### config.mk
export PLATFORM = sky130hd
export DESIGN_NAME = intr_entry_ctrl
export DESIGN_NICKNAME = d
export VERILOG_FILES = /design/src/rtl/intr_seq_pkg.sv /design/src/rtl/nmi_edge_latch.sv /design/src/rtl/intr_poll.sv /design/src/rtl/entry_seq.sv /design/src/rtl/intr_entry_ctrl.sv
export SDC_FILE = /design/constraint.sdc
export NUM_CORES = 1
export LEC_CHECK = 0
export BUFFER_PORTS_ARGS = -buffer_cell sky130_fd_sc_hd__buf_2
export CAP_MARGIN = 10
export CORE_MARGIN = 5
export CORE_UTILIZATION = 44
export CTS_BUF_LIST = sky130_fd_sc_hd__clkbuf_8
export DETAILED_ROUTE_END_ITERATION = 10
export PLACE_DENSITY = 0.77
export SLEW_MARGIN = 0
export SYNTH_ARGS = -nofsm -noshare
export SYNTH_HDL_FRONTEND = slang
export SYNTH_HIERARCHICAL = 1
export SYNTH_SLANG_ARGS = --single-unit
export TNS_END_PERCENT = 30
### constraint.sdc
create_clock -name clk -period 1.5 [get_ports clk]
set_input_delay 0.075 -clock clk [delete_from_list [all_inputs] [get_ports clk]]
set_output_delay 0.075 -clock clk [all_outputs]
set_load 0.005 [all_outputs]
### src/rtl/intr_seq_pkg.sv
package intr_seq_pkg;

  // Sequence length and step positions; the positions fix the bus order.
  localparam int unsigned SEQ_LEN         = 7;
  localparam int unsigned IDX_W           = $clog2(SEQ_LEN);
  localparam int unsigned STEP_PCH        = 2;
  localparam int unsigned STEP_PCL        = 3;
  localparam int unsigned STEP_STAT       = 4;
  localparam int unsigned STEP_VLO        = 5;
  localparam int unsigned STEP_VHI        = 6;
  localparam int unsigned STEP_HIJACK_END = 3;

  typedef enum logic [2:0] {
    PUSH_NONE = 3'b000,
    PUSH_PCH  = 3'b001,
    PUSH_PCL  = 3'b010,
    PUSH_STAT = 3'b100
  } push_e;

  function automatic push_e step_push(input logic [IDX_W-1:0] step);
    if (step == IDX_W'(STEP_PCH))       return PUSH_PCH;
    else if (step == IDX_W'(STEP_PCL))  return PUSH_PCL;
    else if (step == IDX_W'(STEP_STAT)) return PUSH_STAT;
    else                                return PUSH_NONE;
  endfunction

endpackage

### src/rtl/nmi_edge_latch.sv
module nmi_edge_latch (
  input  logic clk,
  input  logic rst,
  input  logic nmi_in,
  input  logic consume,
  output logic pend_any
);

  logic prev_q;
  logic pend_q;
  logic edge_det;

  assign edge_det = nmi_in & ~prev_q;
  assign pend_any = edge_det | pend_q;

  always_ff @(posedge clk) begin
    if (rst) begin
      prev_q <= 1'b0;
      pend_q <= 1'b0;
    end else begin
      prev_q <= nmi_in;
      if (consume)       pend_q <= 1'b0;
      else if (edge_det) pend_q <= 1'b1;
    end
  end

  // a detected edge cannot repeat on the very next cycle
  p_one_shot_r2: assert property (@(posedge clk) disable iff (rst)
    edge_det |=> !edge_det);

  // a consume clears the latch whatever arrives in the same cycle
  p_consume_clears_r8: assert property (@(posedge clk) disable iff (rst)
    consume |=> !pend_q);

endmodule

### src/rtl/intr_poll.sv
module intr_poll (
  input  logic clk,
  input  logic rst,
  input  logic poll_en,
  input  logic pend_any,
  input  logic irq_in,
  input  logic imask_in,
  output logic take_q,
  output logic take_nmi_q
);

  logic irq_ok;
  assign irq_ok = irq_in & ~imask_in;

  always_ff @(posedge clk) begin
    if (rst) begin
      take_q     <= 1'b0;
      take_nmi_q <= 1'b0;
    end else begin
      take_q     <= poll_en & (pend_any | irq_ok);
      take_nmi_q <= poll_en & pend_any;
    end
  end

  // an NMI choice never appears without a take
  p_nmi_needs_take_r4: assert property (@(posedge clk) disable iff (rst)
    take_nmi_q |-> take_q);

endmodule

### src/rtl/entry_seq.sv
module entry_seq
  import intr_seq_pkg::*;
#(
  parameter int unsigned ADDR_W = 16,
  parameter logic [ADDR_W-1:0] NMI_VEC = 'hFFFA,
  parameter logic [ADDR_W-1:0] IRQ_VEC = 'hFFFE
) (
  input  logic              clk,
  input  logic              rst,
  input  logic              start_int,
  input  logic              start_nmi,
  input  logic              start_brk,
  input  logic              pend_any,
  output logic              busy_o,
  output logic [IDX_W-1:0]  idx_o,
  output logic [2:0]        push_o,
  output logic              push_brk_o,
  output logic              vec_rd_o,
  output logic [ADDR_W-1:0] vec_addr_o,
  output logic              imask_set_o,
  output logic              consume_o
);

  localparam logic [IDX_W-1:0] LAST_IDX = IDX_W'(SEQ_LEN - 1);

  logic             busy_q, busy_n;
  logic [IDX_W-1:0] idx_q, idx_n;
  logic             vnmi_q, vnmi_n;
  logic             brk_q, brk_n;
  logic             fetch_n;
  push_e            push_q;

  always_comb begin
    busy_n = busy_q;
    idx_n  = idx_q;
    vnmi_n = vnmi_q;
    brk_n  = brk_q;
    if (busy_q) begin
      if ((idx_q <= IDX_W'(STEP_HIJACK_END)) && pend_any) vnmi_n = 1'b1;
      if (idx_q == LAST_IDX) begin
        busy_n = 1'b0;
        idx_n  = '0;
        vnmi_n = 1'b0;
        brk_n  = 1'b0;
      end else begin
        idx_n = idx_q + 1'b1;
      end
    end else if (start_int || start_brk) begin
      busy_n = 1'b1;
      idx_n  = '0;
      vnmi_n = start_int & start_nmi;
      brk_n  = start_brk & ~start_int;
    end
  end

  assign consume_o = busy_q && (idx_q == IDX_W'(STEP_HIJACK_END)) && vnmi_n;
  assign fetch_n   = busy_n && ((idx_n == IDX_W'(STEP_VLO)) || (idx_n == IDX_W'(STEP_VHI)));

  always_ff @(posedge clk) begin
    if (rst) begin
      busy_q      <= 1'b0;
      idx_q       <= '0;
      vnmi_q      <= 1'b0;
      brk_q       <= 1'b0;
      push_q      <= PUSH_NONE;
      push_brk_o  <= 1'b0;
      vec_rd_o    <= 1'b0;
      vec_addr_o  <= '0;
      imask_set_o <= 1'b0;
    end else begin
      busy_q      <= busy_n;
      idx_q       <= idx_n;
      vnmi_q      <= vnmi_n;
      brk_q       <= brk_n;
      push_q      <= busy_n ? step_push(idx_n) : PUSH_NONE;
      push_brk_o  <= busy_n && (idx_n == IDX_W'(STEP_STAT)) && brk_n;
      vec_rd_o    <= fetch_n;
      vec_addr_o  <= fetch_n ? ((vnmi_n ? NMI_VEC : IRQ_VEC) + ADDR_W'(idx_n == IDX_W'(STEP_VHI)))
                             : '0;
      imask_set_o <= busy_n && (idx_n == IDX_W'(STEP_VLO));
    end
  end

  assign busy_o = busy_q;
  assign idx_o  = idx_q;
  assign push_o = push_q;

  // the step index advances by one while the sequence runs
  p_step_advance_r5: assert property (@(posedge clk) disable iff (rst)
    (busy_q && idx_q != LAST_IDX) |=> (busy_q && idx_q == $past(idx_q) + 1'b1));

  // the last step ends the sequence
  p_step_end_r5: assert property (@(posedge clk) disable iff (rst)
    (busy_q && idx_q == LAST_IDX) |=> !busy_q);

  // PC low is pushed right after PC high
  p_push_order_r10: assert property (@(posedge clk) disable iff (rst)
    (push_q == PUSH_PCL) |-> ($past(push_q) == PUSH_PCH));

  // the high vector byte follows the low byte at the next address
  p_vec_pair_r9: assert property (@(posedge clk) disable iff (rst)
    (vec_rd_o && $past(vec_rd_o)) |-> (vec_addr_o == $past(vec_addr_o) + 1'b1));

  // the mask is set only after the status push
  p_mask_after_push_r11: assert property (@(posedge clk) disable iff (rst)
    imask_set_o |-> ($past(push_q) == PUSH_STAT));

endmodule

### src/rtl/intr_entry_ctrl.sv
module intr_entry_ctrl
  import intr_seq_pkg::*;
#(
  parameter int unsigned ADDR_W = 16,
  parameter logic [ADDR_W-1:0] NMI_VEC = 'hFFFA,
  parameter logic [ADDR_W-1:0] IRQ_VEC = 'hFFFE
) (
  input  logic              clk,
  input  logic              rst,
  input  logic              nmi_in,
  input  logic              irq_in,
  input  logic              imask_in,
  input  logic              penult_in,
  input  logic              brk_in,
  output logic              take_o,
  output logic              seq_busy_o,
  output logic [IDX_W-1:0]  seq_idx_o,
  output logic [2:0]        push_sel_o,
  output logic              push_brk_o,
  output logic              vec_rd_o,
  output logic [ADDR_W-1:0] vec_addr_o,
  output logic              imask_set_o
);

  logic pend_any;
  logic consume;
  logic take_nmi;
  logic poll_en;

  assign poll_en = penult_in & ~seq_busy_o & ~take_o & ~brk_in;

  nmi_edge_latch u_edge (
    .clk      (clk),
    .rst      (rst),
    .nmi_in   (nmi_in),
    .consume  (consume),
    .pend_any (pend_any)
  );

  intr_poll u_poll (
    .clk        (clk),
    .rst        (rst),
    .poll_en    (poll_en),
    .pend_any   (pend_any),
    .irq_in     (irq_in),
    .imask_in   (imask_in),
    .take_q     (take_o),
    .take_nmi_q (take_nmi)
  );

  entry_seq #(
    .ADDR_W  (ADDR_W),
    .NMI_VEC (NMI_VEC),
    .IRQ_VEC (IRQ_VEC)
  ) u_seq (
    .clk         (clk),
    .rst         (rst),
    .start_int   (take_o),
    .start_nmi   (take_nmi),
    .start_brk   (brk_in),
    .pend_any    (pend_any),
    .busy_o      (seq_busy_o),
    .idx_o       (seq_idx_o),
    .push_o      (push_sel_o),
    .push_brk_o  (push_brk_o),
    .vec_rd_o    (vec_rd_o),
    .vec_addr_o  (vec_addr_o),
    .imask_set_o (imask_set_o),
    .consume_o   (consume)
  );

  // a take only ever follows a next-to-last-cycle marker
  p_take_after_poll_r3: assert property (@(posedge clk) disable iff (rst)
    take_o |-> $past(penult_in));

  // a take is followed by step 0 of the sequence
  p_take_starts_r5: assert property (@(posedge clk) disable iff (rst)
    take_o |=> (seq_busy_o && seq_idx_o == '0));

endmodule

-- Word-level counts from Yosys, hierarchy flattened
Cells that the tools add are included.
- register bits after elaboration: 32
- output and inout port bits: 27
- logic and storage cells: 74
- $add $sub $neg: 2
- $lt $le $gt $ge: 1
- equality and inequality tests: 7
- mux-type cells: 17
- bitwise operators: 18
- reduce and logical (&&, ||, !) cells: 14
- operators by type and width (operator ; number):
    $add A16 B1 Y16 ; 1
    $mux W3 ; 5
    $eq A3 B3 Y1 const B ; 4
    $mux W1 ; 11
    $and A1 B1 Y1 ; 9
    $eq A3 B2 Y1 const B ; 3
    $logic_and A1 B1 Y1 ; 7
    $not A1 Y1 ; 7
    $reduce_or A2 Y1 ; 3
    $reduce_or A4 Y1 ; 1
    $add A3 B1 Y3 const B ; 1
    $le A3 B2 Y1 const B ; 1
    $reduce_or A3 Y1 ; 1
    $logic_or A1 B1 Y1 ; 2
    $mux W2 ; 1
    $or A1 B1 Y1 ; 2

-- Logic depth before layout (Yosys ltp)
Gate-level depths: netlist (run 1).
- word-level depth: 9
- mapped depth: 8
- depth with buffers taken out: 7

-- By module
The synthesis (run 1) kept the hierarchy.
- by module, submodules not included (module ; times used ; cells an instance ; area an instance (um^2) ; sequential area each (um^2)):
    entry_seq ; 1 ; 73 ; 664.4 ; 300.3
    nmi_edge_latch ; 1 ; 7 ; 77.6 ; 40.0
    intr_poll ; 1 ; 7 ; 68.8 ; 40.0
    intr_entry_ctrl ; 1 ; 1 ; 15.0 ; 0.0

-- Least setup slack after synthesis (run 1)
No wires, ideal clock.
- path type: reg2reg
- start point: register u_seq.idx_q[1] (netlist: u_seq/idx_o[1])
- end point: register u_seq.vec_addr_o[0]
- library setup time: 0.059 ns
- data arrival time: 1.521 ns
- path slack: -0.080 ns
- stages on the path, launching flop included: 8
- buffers on the path: 1
- clock period less this slack: 1.580 ns
- cells stage by stage: dfxtp_1 buf_2 nand2_1 inv_1 ha_1 or3b_4 nor2_1 and2_1
- word-level cells in the longest chain between the ends: 8
- RTL lines (what ; RTL line ; RTL):
    from (decl) ; entry_seq.sv:27 ; logic [IDX_W-1:0] idx_q, idx_n;
    from (signal assigned) ; entry_seq.sv:72 ; idx_q <= idx_n;
    parallel branches: the longest is 8 deep, another holds $add A16 B1 Y16 ; -- ;
    to (signal assigned) ; entry_seq.sv:78 ; vec_addr_o <= fetch_n ? ((vnmi_n ? NMI_VEC : IRQ_VEC) + ADDR_W'(idx_n == IDX_W'(STEP_VHI)))
    to (decl) ; entry_seq.sv:19 ; output logic [ADDR_W-1:0] vec_addr_o,
Parallel ways; which one is timed is not known.
A chain may end at the register's enable or synchronous reset.

-- Worst setup path in the final report (run 1)
Ends and elaborated chain as after synthesis.

==> results of run 1 <==
==> logic make-up after synthesis <==
group / Yosys count
and+or+nand+nor: 36
buffers and inverters: 19
DFF: 19
AOI/OAI and AO/OA: 13
adders and majority gates: 1
==> final timing paths <==
| kind | startpoint | to | slack [ns] | depth (start not counted) |
|---|---|---|---|---|
| worst max-delay path | u_seq/idx_o[1] | u_seq/vec_addr_o[0] | 0.07 | 6 |
| worst min register to register | u_edge/pend_q | u_edge/pend_q | 0.46 | 1 |
| worst min-delay path | nmi_in | u_edge/prev_q | 0.06 | 2 |
| worst max register to register | u_seq/idx_o[1] | u_seq/vec_addr_o[0] | 0.07 | 6 |
==> worst register-to-register path: cells and delay by family, from the launching register on <==
family	cells	cell delay (ns)
fa+ha+maj	1	0.22
buf+inv	1	0.05
flops	1	0.33
simple gates	4	0.78
==> metrics by stage <==
stage	hold WS, ns	cell area [um^2]	std cells
2_1_floorplan	0.140	846	88
3_3_place_gp	0.311	962	135
3_5_place_dp	0.326	962	135
4_1_cts	0.0647	1010	139
5_1_grt	0.0983	1020	139
6_report	0.0619	1020	139
==> what timing repair did <==
item / in CTS / in global routing
endpoints found under the setup margin: 0 / 1
gates resized for setup: 0 / 4
hold buffers: 0 / 0
endpoints found under the hold margin: 0 / 0
==> synthesized netlist by cell type, types with 2 or more instances <==
master	instances	area share, %
buf_2	2	1.2
inv_1	4	1.8
a21oi_1	2	1.2
buf_4	13	12
nand2_1	5	2.3
nor3_1	3	1.8
o21ai_0	3	1.8
and2_1	3	2.3
nand3b_1	2	1.8
nand2b_1	3	2.3
nor2b_1	5	3.8
dfxtp_1	19	46
nor2_1	9	4.1
==> area by class of cell <==
type	count	share of cell area [%]
Timing Repair Buffer	37	19.2
Clock inverter	1	0.492
Clock buffer	3	4.06
Sequential cell	19	37.5
Tap cell	25	3.08
Inverter	4	1.48
Multi-Input combinational cell	50	34.2
==> metal layers <==
layer  vias to the layer above  GRT usage, %
met3                        10          1.69
met2                        43          22.0
met1                       313          11.3
met5                         -             0
met4                         0          7.66
li1                        330             -
==> where the power goes <==
group / total [uW] / leakage, uW / internal, uW / switching [uW]
registers: 535 / 0.000155 / 520 / 14.8
clock network: 354 / 0.0000255 / 185 / 169
logic: 90.5 / 0.000325 / 46.8 / 43.7
==> layout by cell type, fill, tap and decap left out <==
master	synthesis	final
buf_2	2	33
dfxtp_1	19	18
nor2_1	9	7
nor2b_1	5	5
buf_4	13	4
nand2_1	5	4
clkbuf_8	0	3
inv_1	4	3
nand2b_1	3	3
o21ai_0	3	3
nor3_1	3	3
and2_1	3	3
nand3b_1	2	2
a21oi_1	2	2
nor4b_2	1	1
clkinv_2	0	1
nor2b_4	1	1
o21a_1	1	1
or2_1	1	1
a21oi_2	1	1
nand2_2	0	1
inv_2	0	1
and3b_1	1	1
or3b_4	1	1
a211oi_1	1	1
a2bb2oi_1	1	1
a211o_1	1	1
a221oi_1	1	1
a211oi_2	1	1
o32ai_1	1	1
nor3b_1	1	1
nor2_4	0	1
nor2_2	0	1
ha_4	0	1
dfxtp_2	0	1
==> summary.md, run 1 <==
| Metric | Value |
|---|---|
| Final setup vio count | `0` |
| Worst slew pin tran | `0.488 ns` |
| Vias in the first global route | `583` |
| Synth Area in Adders | `1.52%` |
| Dpl hpwl | `1.20 mm` |
| Main synth FF type | `dfxtp_1` |
| Crit path max-delay family | `simple AND/OR/NAND/NOR gates` |
| FFs w/ async S/R, synth | `0%` |
| Hold WC Path Type | `in -> reg` |
| Die Wd | `53.3 um` |
| Max-slew violations | `0` |
| Post-Syn Area | `826 um^2` |
| Nets@finish | `123` |
| Mux cell area share after synthesis | `0%` |
| Clk slew on worst S/H paths | `0.07 ns` |
| Maxcap violations | `0` |
| Status | `complete, no violations` |
| Compound-cell area share of the yosys netlist | `11.7%` |
| Chip Height | `53.3 um` |
| Achievable frequency | `701 MHz` |
| Detailed-route via count | `696` |
| Slew margin rel. | `67.2%` |
| Wire per inst | `11.4 um` |
| Multi-input gate area | `348 um^2` |
| I/O Buffers | `33` |
| Setup WS pre-CTS | `0.0772 ns` |
| CP endpoint kind | `flip-flop` |
| Vias per cell | `5.01` |
| Antenna-violating nets left | `0` |
| Later-pin clock latency in the skew report | `0.26 ns` |
| Post-layout util | `57.7%` |
| VDD IR max | `0.618 mV` |
| Die area | `0.00284 mm^2` |
| Post-CTS setup buffers | `0` |
| Seq cells post-synth | `19` |
| Worst Path Required | `1.71 ns` |
| CTS tree | `done` |
| Storage element area | `382 um^2` |
| Largest family of logic cells by synthesized area | `simple AND/OR/NAND/NOR gates` |
| CTS buffer count | `3` |
| Synthesized instance count | `88` |
| Clock Tree Buf Depth | `2` |
| Setup Skew | `0.00405 ns` |
| Metal2 WL | `749 um` |
| Initial Util | `46.8%` |
| CTS H-tree depth | `1` |
| Synth Area per Inst | `9.38 um^2` |
| Ys Warns | `6` |
| Seq/Total Area, Yosys | `46.1%` |
| Synth cell types | `28` |
| Final WL | `1.59 mm` |
| Tot GR Track Use | `11.6%` |
| Lkg Pwr | `0.000506 uW` |
| Diode count | `0` |
| Syn Nets | `96` |
| DR DRC count | `0` |
| Setup TNS | `0 ns` |
| Core box area | `0.00176 mm^2` |
| Max incr delay on CP | `0.42 ns` |
| Largest net degree at the start of global routing | `15` |
| IO Pins | `34` |
| Met3 WL | `180 um` |
| Crit path DAT | `1.63 ns` |
| Grt ovf | `0` |
| Crit share post-route | `95.1%` |
| Site Rows | `15` |
| Fin crit period | `1.43 ns` |
| Layout fillers | `171` |
| Synthesis-to-layout area growth | `23.2%` |
| Root buf cell | `clkbuf_8` |
| Clk sinks | `19` |
| Max Used Layer | `met4` |
| Initial antenna violation count | `0` |
| WP buf/inv | `1` |
| 1st-iter DRT viols | `17` |
| Wl on met1 | `602 um` |
| Final worst slack | `0.0737 ns` |
| First-pass DRT Iterations | `5` |
| Slowest CP cell | `or3b_4` |
| Share of cells above drive strength 1 | `45.6%` |
| RD Place Congestion | `0.761` |
| Power Density | `963 mW/mm^2` |
| Simple logic cell fraction of the synthesized area | `25.9%` |
| Pwr Total | `979 uW` |
| RSZ-0062 raised after global routing | `no` |
| Max FO, Critical Path | `4` |
| Final hold vios | `0` |
| EDFF count, synth | `0` |
| Synth Area in XOR/XNOR | `0%` |
| Worst setup SP type | `flip-flop` |
| WS Path Type | `reg -> reg` |
| First-pass GRT wire length | `2.37 mm` |
| Crit-path cells | `nand2_2 > inv_2 > ha_4 > or3b_4 > nor2_2 > and2_1` |
Note: power is estimated with default switching activity, not from simulation.
==> inputs of run 2 (changes only) <==
--- a/config.mk
+++ b/config.mk
@@ -12,6 +12,7 @@
 export CTS_BUF_LIST = sky130_fd_sc_hd__clkbuf_8
 export DETAILED_ROUTE_END_ITERATION = 10
 export PLACE_DENSITY = 0.77
+export SETUP_SLACK_MARGIN = 0.4
 export SLEW_MARGIN = 0
 export SYNTH_ARGS = -nofsm -noshare
 export SYNTH_HDL_FRONTEND = slang
==> run 2 against run 1 <==
Compared with the run above:
- highest routed layer unchanged
- total power fell by 0.22%
- sequential share of layout area fell by 0.96 points
- largest power group unchanged
- final area rose by 3.0%
- sequential power barely moved
- combinational power rose by 5.7%
- flip-flop and latch count did not move
- clock power fell by 3%
- die area did not move
==> summary.md, run 2 (same netlist as run 1, synthesis figures left out) <==
| Metric | Value |
|---|---|
| Clock Tree Buf Depth | `2 (unchanged)` |
| Crit path DAT | `1.58 ns (was 1.63 ns)` |
| Final setup vio count | `0 (unchanged)` |
| Final WL | `1.68 mm (was 1.59 mm)` |
| Initial Util | `46.8% (unchanged)` |
| Setup Skew | `0.00309 ns (was 0.00405 ns)` |
| First-pass GRT wire length | `2.55 mm (was 2.37 mm)` |
| Dpl hpwl | `1.22 mm (was 1.20 mm)` |
| Core box area | `0.00176 mm^2 (unchanged)` |
| Layout fillers | `171 (unchanged)` |
| CTS buffer count | `3 (unchanged)` |
| Site Rows | `15 (unchanged)` |
| Share of cells above drive strength 1 | `49.1% (was 45.6%)` |
| DR DRC count | `0 (unchanged)` |
| Vias in the first global route | `612 (was 583)` |
| Worst setup SP type | `flip-flop (unchanged)` |
| Largest net degree at the start of global routing | `15 (unchanged)` |
| Layout Cells excl Fill | `141 (was 139)` |
| Synthesis-to-layout area growth | `26.8% (was 23.2%)` |
| Crit share post-route | `91.9% (was 95.1%)` |
| Pwr Total | `977 uW (was 979 uW)` |
| Clk sinks | `19 (unchanged)` |
| Grt ovf | `0 (unchanged)` |
| Wire per inst | `11.9 um (was 11.4 um)` |
| Placed insts | `135 (unchanged)` |
| Worst Path Required | `1.70 ns (was 1.71 ns)` |
| Detailed-route via count | `687 (was 696)` |
| Max FO, Critical Path | `4 (unchanged)` |
| CP endpoint kind | `flip-flop (unchanged)` |
| Root buf cell | `clkbuf_8 (unchanged)` |
| Most common cell after layout, fill and taps aside | `buf_2 (unchanged)` |
| Worst slew pin tran | `0.429 ns (was 0.488 ns)` |
| Vias per cell | `4.87 (was 5.01)` |
| Clk slew on worst S/H paths | `0.07 ns (about the same)` |
| VDD IR max | `0.719 mV (was 0.618 mV)` |
| Hold WC Path Type | `in -> reg (unchanged)` |
| WP buf/inv | `1 (unchanged)` |
| Diode count | `0 (unchanged)` |
| Achievable frequency | `726 MHz (was 701 MHz)` |
| WS Path Type | `reg -> reg (unchanged)` |
| Status | `complete, no violations (unchanged)` |
| RSZ-0062 raised after global routing | `yes (was no)` |
| RD Place Congestion | `0.761 (about the same)` |
| IO Pins | `34 (unchanged)` |
| Final worst slack | `0.122 ns (was 0.0737 ns)` |
| Die Wd | `53.3 um (unchanged)` |
| Nets@finish | `125 (was 123)` |
| Max incr delay on CP | `0.44 ns (was 0.42 ns)` |
| Crit-path cells | `nand2_4 > inv_2 > ha_4 > or3b_4 > nor2_4 > and2_1 (was nand2_2 > inv_2 > ha_4 > or3b_4 > nor2_2 > and2_1)` |
| I/O Buffers | `33 (unchanged)` |
| Max-slew violations | `0 (unchanged)` |
| Chip Height | `53.3 um (unchanged)` |
| CTS tree | `done (unchanged)` |
| Maxcap violations | `0 (unchanged)` |
| 1st-iter DRT viols | `10 (was 17)` |
| Later-pin clock latency in the skew report | `0.25 ns (was 0.26 ns)` |
| Fin crit period | `1.38 ns (was 1.43 ns)` |
| Initial antenna violation count | `0 (unchanged)` |
| Slew margin rel. | `71.2% (was 67.2%)` |
| Die area | `0.00284 mm^2 (unchanged)` |
| Power Density | `933 mW/mm^2 (was 963 mW/mm^2)` |
| Setup TNS | `0 ns (unchanged)` |
| Crit path max-delay family | `simple AND/OR/NAND/NOR gates (unchanged)` |
| Tot GR Track Use | `12.6% (was 11.6%)` |
| Setup WS pre-CTS | `0.145 ns (was 0.0772 ns)` |
| CTS H-tree depth | `1 (unchanged)` |
| Final hold vios | `0 (unchanged)` |
| First-pass DRT Iterations | `4 (was 5)` |
| Antenna-violating nets left | `0 (unchanged)` |
| Slowest CP cell | `or3b_4 (unchanged)` |
| Hold WS | `0.0530 ns (was 0.0619 ns)` |
| Most frequent cells in the layout | `buf_2 (33), dfxtp_1 (17), nor2_1 (7) (was buf_2 (33), dfxtp_1 (18), nor2_1 (7))` |
| Lkg Pwr | `0.000529 uW (was 0.000506 uW)` |
-- run 2: changes by cell type in the layout (fill, tap and decap cells not counted), sizes merged --
| cell | before | now |
|---|---|---|
| buf | 37 | 39 |
-- run 2: layout make-up --
class | instances | area (um^2) | share of cell area, %
inverters | 4 | 15.0 | 1.43
clock buffers | 3 | 41.3 | 3.94
flip-flops and latches | 19 | 383 | 36.6
multi-input cells | 50 | 362 | 34.5
repair buffers | 39 | 210 | 20.1
clock inverters | 1 | 5.00 | 0.478
well taps | 25 | 31.3 | 2.99
-- run 2: worst paths after layout --
path / start / to / slack, ns / cells past startpoint
max: u_seq/idx_o[0] / u_seq/vec_addr_o[2] / 0.12 / 6
min: nmi_in / u_edge/prev_q / 0.05 / 2
max reg2reg: u_seq/idx_o[0] / u_seq/vec_addr_o[2] / 0.12 / 6
min reg2reg: u_edge/pend_q / u_edge/pend_q / 0.48 / 1
-- run 2: power by group --
part / switching (uW) / internal, uW
sequential: 15.6 / 521
clock: 161 / 184
combinational: 46.5 / 49.3
-- run 2: repair_timing --
action | in CTS | in global routing
endpoints found under the setup margin | 15 | 18
pin swaps | 2 | 4
hold buffers | 0 | 0
hold endpoints to repair | 0 | 0
resized for setup | 2 | 3
setup buffers | 2 | 0
-- run 2: stage by stage --
step	utilization [%]	area (um^2)
final	59.4	1050
after global routing	59.4	1050
after CTS	58.9	1040
after detailed placement	55.0	970
after global placement	55.0	970
after floorplan	-	857
-- run 2: layer usage --
layer	vias to the layer above	track usage [%]	wire length (um)
li1	334	-	-
met2	33	22.4	855
met5	-	0	0
met1	318	12.7	660
met3	2	5.35	152
met4	0	5.11	11
==> inputs of run 3 (changes only) <==
--- a/config.mk
+++ b/config.mk
@@ -5,13 +5,14 @@
 export SDC_FILE = /design/constraint.sdc
 export NUM_CORES = 1
 export LEC_CHECK = 0
+export ABC_AREA = 1
 export BUFFER_PORTS_ARGS = -buffer_cell sky130_fd_sc_hd__buf_2
 export CAP_MARGIN = 10
 export CORE_MARGIN = 5
-export CORE_UTILIZATION = 44
+export CORE_UTILIZATION = 45
 export CTS_BUF_LIST = sky130_fd_sc_hd__clkbuf_8
 export DETAILED_ROUTE_END_ITERATION = 10
-export PLACE_DENSITY = 0.77
+export PLACE_DENSITY = 0.76
 export SETUP_SLACK_MARGIN = 0.4
 export SLEW_MARGIN = 0
 export SYNTH_ARGS = -nofsm -noshare
==> run 3 against run 2 <==
Compared with the run above:
- combinational power increased by 110%
- maximum frequency up 4.0%
- global-route usage rose by 4.6 points
- synthesized area grew 15%
- critical endpoint unchanged
- largest power group unchanged
==> summary.md, run 3 <==
| Metric | Value |
|---|---|
| Detailed-route via count | `996 (was 687)` |
| WS Path Type | `reg -> reg (unchanged)` |
| Final WL | `2.63 mm (was 1.68 mm)` |
| Layout fillers | `145 (was 171)` |
| Logic pwr share | `18.6% (was 9.8%)` |
| Share of cells above drive strength 1 | `51.5% (was 49.1%)` |
| CTS tree | `done (unchanged)` |
| Worst slew pin tran | `0.326 ns (was 0.429 ns)` |
| Tot GR Track Use | `17.2% (was 12.6%)` |
| RSZ-0062 raised after global routing | `yes (unchanged)` |
| Nets@finish | `180 (was 125)` |
| Most common cell after layout, fill and taps aside | `buf_2 (unchanged)` |
| Largest area contributor in the netlist | `dfxtp_1 (unchanged)` |
| DR DRC count | `0 (unchanged)` |
| Achievable frequency | `755 MHz (was 726 MHz)` |
| Reg2reg start | `u_seq/idx_o[1] (was u_seq/idx_o[0])` |
| 1st-iter DRT viols | `37 (was 10)` |
| Die area | `0.00314 mm^2 (was 0.00284 mm^2)` |
| Setup TNS | `0 ns (unchanged)` |
| Antenna-violating nets left | `0 (unchanged)` |
| Maxcap violations | `0 (unchanged)` |
| Dpl hpwl | `1.51 mm (was 1.22 mm)` |
| I/O Buffers | `33 (unchanged)` |
| Seq cells post-synth | `19 (unchanged)` |
| EDFF count, synth | `0 (unchanged)` |
| Seq/Total Area, Yosys | `39.9% (was 46.1%)` |
| Clock power share | `31.9% (was 35.3%)` |
| Worst setup SP type | `flip-flop (unchanged)` |
| CP endpoint kind | `flip-flop (unchanged)` |
| Largest cells by area after synthesis | `dfxtp_1 (40%), nand2_1 (11%), buf_4 (10%), inv_1 (9.5%), nor2_1 (5.9%) (was dfxtp_1 (46%), buf_4 (12%), nor2_1 (4.1%), nor2b_1 (3.8%), and2_1 (2.3%))` |
| Synthesized instance count | `133 (was 88)` |
| FFs w/ async S/R, synth | `0% (unchanged)` |
| Hold WC Path Type | `in -> reg (unchanged)` |
| Commonest cells post-synth | `nand2_1 (28), inv_1 (24), dfxtp_1 (19) (was dfxtp_1 (19), buf_4 (13), nor2_1 (9))` |
| Synth cell types | `22 (was 28)` |
| Final hold vios | `0 (unchanged)` |
| Wire per inst | `13.3 um (was 11.9 um)` |
| Ys Warns | `6 (unchanged)` |
| First-pass GRT wire length | `4.21 mm (was 2.55 mm)` |
| Most frequent cells in the layout | `buf_2 (33), inv_1 (23), nand2_1 (21) (was buf_2 (33), dfxtp_1 (17), nor2_1 (7))` |
| Site Rows | `16 (was 15)` |
| Top-count cell post-synth | `nand2_1 (was dfxtp_1)` |
| CTS H-tree depth | `1 (unchanged)` |
| Clock Tree Buf Depth | `2 (unchanged)` |
| Post-layout instance area | `0.00134 mm^2 (was 0.00105 mm^2)` |
| Syn Nets | `141 (was 96)` |
| First-pass DRT Iterations | `4 (unchanged)` |
| Lkg Pwr | `0.000732 uW (was 0.000529 uW)` |
| Main synth FF type | `dfxtp_1 (unchanged)` |
| Top cell type's share of synthesized area | `39.9% (was 46.1%)` |
| VDD IR max | `0.470 mV (was 0.719 mV)` |
| Net Sw Power | `301 uW (was 223 uW)` |
| IO Pins | `34 (unchanged)` |
| Fin crit period | `1.32 ns (was 1.38 ns)` |
| Worst setup startpoint | `u_seq/idx_o[1] (was u_seq/idx_o[0])` |
| Crit share post-route | `88.3% (was 91.9%)` |
| Slew margin rel. | `78.1% (was 71.2%)` |
| Chip Height | `56 um (was 53.3 um)` |
| CTS buffer count | `3 (unchanged)` |
| Synth Area per Inst | `7.16 um^2 (was 9.38 um^2)` |
| Status | `complete, no violations (unchanged)` |
| Worst Path Required | `1.70 ns (about the same)` |
| Placement Cell Area | `0.00108 mm^2 (was 970 um^2)` |
| Hold Path Origin | `nmi_in (unchanged)` |
| Core box area | `0.00198 mm^2 (was 0.00176 mm^2)` |
| Later-pin clock latency in the skew report | `0.26 ns (was 0.25 ns)` |
| Setup Skew | `0.00579 ns (was 0.00309 ns)` |
| Power Density | `812 mW/mm^2 (was 933 mW/mm^2)` |
| Net Sw Frac | `27.7% (was 22.8%)` |
| Largest net degree at the start of global routing | `15 (unchanged)` |
| Final setup vio count | `0 (unchanged)` |
| RD Place Congestion | `0.882 (was 0.761)` |
| Vias per cell | `5.03 (was 4.87)` |
| Grt ovf | `0 (unchanged)` |
| Crit path DAT | `1.52 ns (was 1.58 ns)` |
| Initial antenna violation count | `0 (unchanged)` |
| Initial Util | `48.0% (was 46.8%)` |
| Diode count | `0 (unchanged)` |
| Register share of total power | `49.5% (was 54.9%)` |
| Root buf cell | `clkbuf_8 (unchanged)` |
| Clk slew on worst S/H paths | `0.07 ns (about the same)` |
| Post-Syn Area | `952 um^2 (was 826 um^2)` |
| Clk sinks | `19 (unchanged)` |
| Synthesis-to-layout area growth | `40.6% (was 26.8%)` |
| Die Wd | `56 um (was 53.3 um)` |
| Vias in the first global route | `969 (was 612)` |
| Max FO, Critical Path | `3 (was 4)` |
| Max-slew violations | `0 (unchanged)` |
| Internal power | `786 uW (was 755 uW)` |
==> run 3: changes by cell type after synthesis, moves of 5 or more <==
| cell | previous run | this run |
|---|---|---|
| nor2b_1 | 5 | 0 |
| nor2_1 | 9 | 15 |
| inv_1 | 4 | 24 |
| nand2_1 | 5 | 28 |
| nand3_1 | 0 | 5 |
==> run 3: worst paths after layout <==
path,to,slack (ns),cells past startpoint
worst max-delay path,u_seq/vec_addr_o[2],0.18,10
worst min-delay path,u_edge/prev_q,0.04,3
worst max register to register,u_seq/vec_addr_o[2],0.18,10
worst min register to register,u_edge/pend_q,0.47,2
==> run 3: power groups by stage <==
stage | Clock (uW) | Sequential, uW | Combinational [uW]
6_report | 347 | 538 | 202
5_1_grt | 373 | 541 | 220
4_1_cts | 352 | 536 | 168
3_5_place_dp | 0 | 554 | 135
3_3_place_gp | 0 | 553 | 133
2_1_floorplan | 0 | 549 | 103
==> run 3: layer usage <==
metal	up-vias	GRT usage [%]	share of wire, %
met5	-	0	0
met4	0	14.9	6.7
met3	25	6.26	11
met2	71	29.4	48
met1	434	15.9	34
li1	466	-	-
==> run 3: area by class of cell <==
cell class	count	area (um^2)	share of cell area, %
clock inverter	1	3.75	0.280
sequential	19	393	29.3
timing repair buffer	49	289	21.6
inverter	28	113	8.41
multi-input combinational	71	465	34.8
clock buffer	3	41.3	3.08
tap	27	33.8	2.52
==> run 3: timing repair <==
| item | 4_1_cts | 5_1_grt |
|---|---|---|
| gates cloned | 0 | 0 |
| hold buffers | 0 | 0 |
| pin swaps | 3 | 7 |
| endpoints found under the setup margin | 16 | 18 |
| setup buffers | 9 | 5 |
| resized for setup | 11 | 16 |
==> run 3: per-stage QoR <==
step	total power, uW	instances	hold WS (ns)	worst slack (ns)	utilization (%)
2_1_floorplan	652	133	0.146	0.245	-
3_3_place_gp	686	180	0.293	0.139	54.7
3_5_place_dp	689	180	0.305	0.0982	54.7
4_1_cts	1060	193	0.0338	0.194	62.4
5_1_grt	1130	198	0.0651	0.0848	67.6
6_report	1090	198	0.0369	0.176	67.6
==> run 3: cell families after synthesis <==
logic type / share of synthesized area [%]
adder cells (fa/ha/maj): 1.31
flip-flops: 39.9
AO/OA/AOI/OAI: 6.18
AND/OR/NAND/NOR: 28.6
buffers and inverters: 23.9
==> run 3: worst max-delay path, cell delays in order, from the launching register on <==
cell and delay, ns:
dfxtp_4 0.35, nand2_2 0.06, inv_2 0.05, ha_4 0.24
clkinv_4 0.05, nand3_4 0.09, nand2_4 0.10, nand3_4 0.09
nand2_4 0.10, nand3_4 0.07, nor2_2 0.08
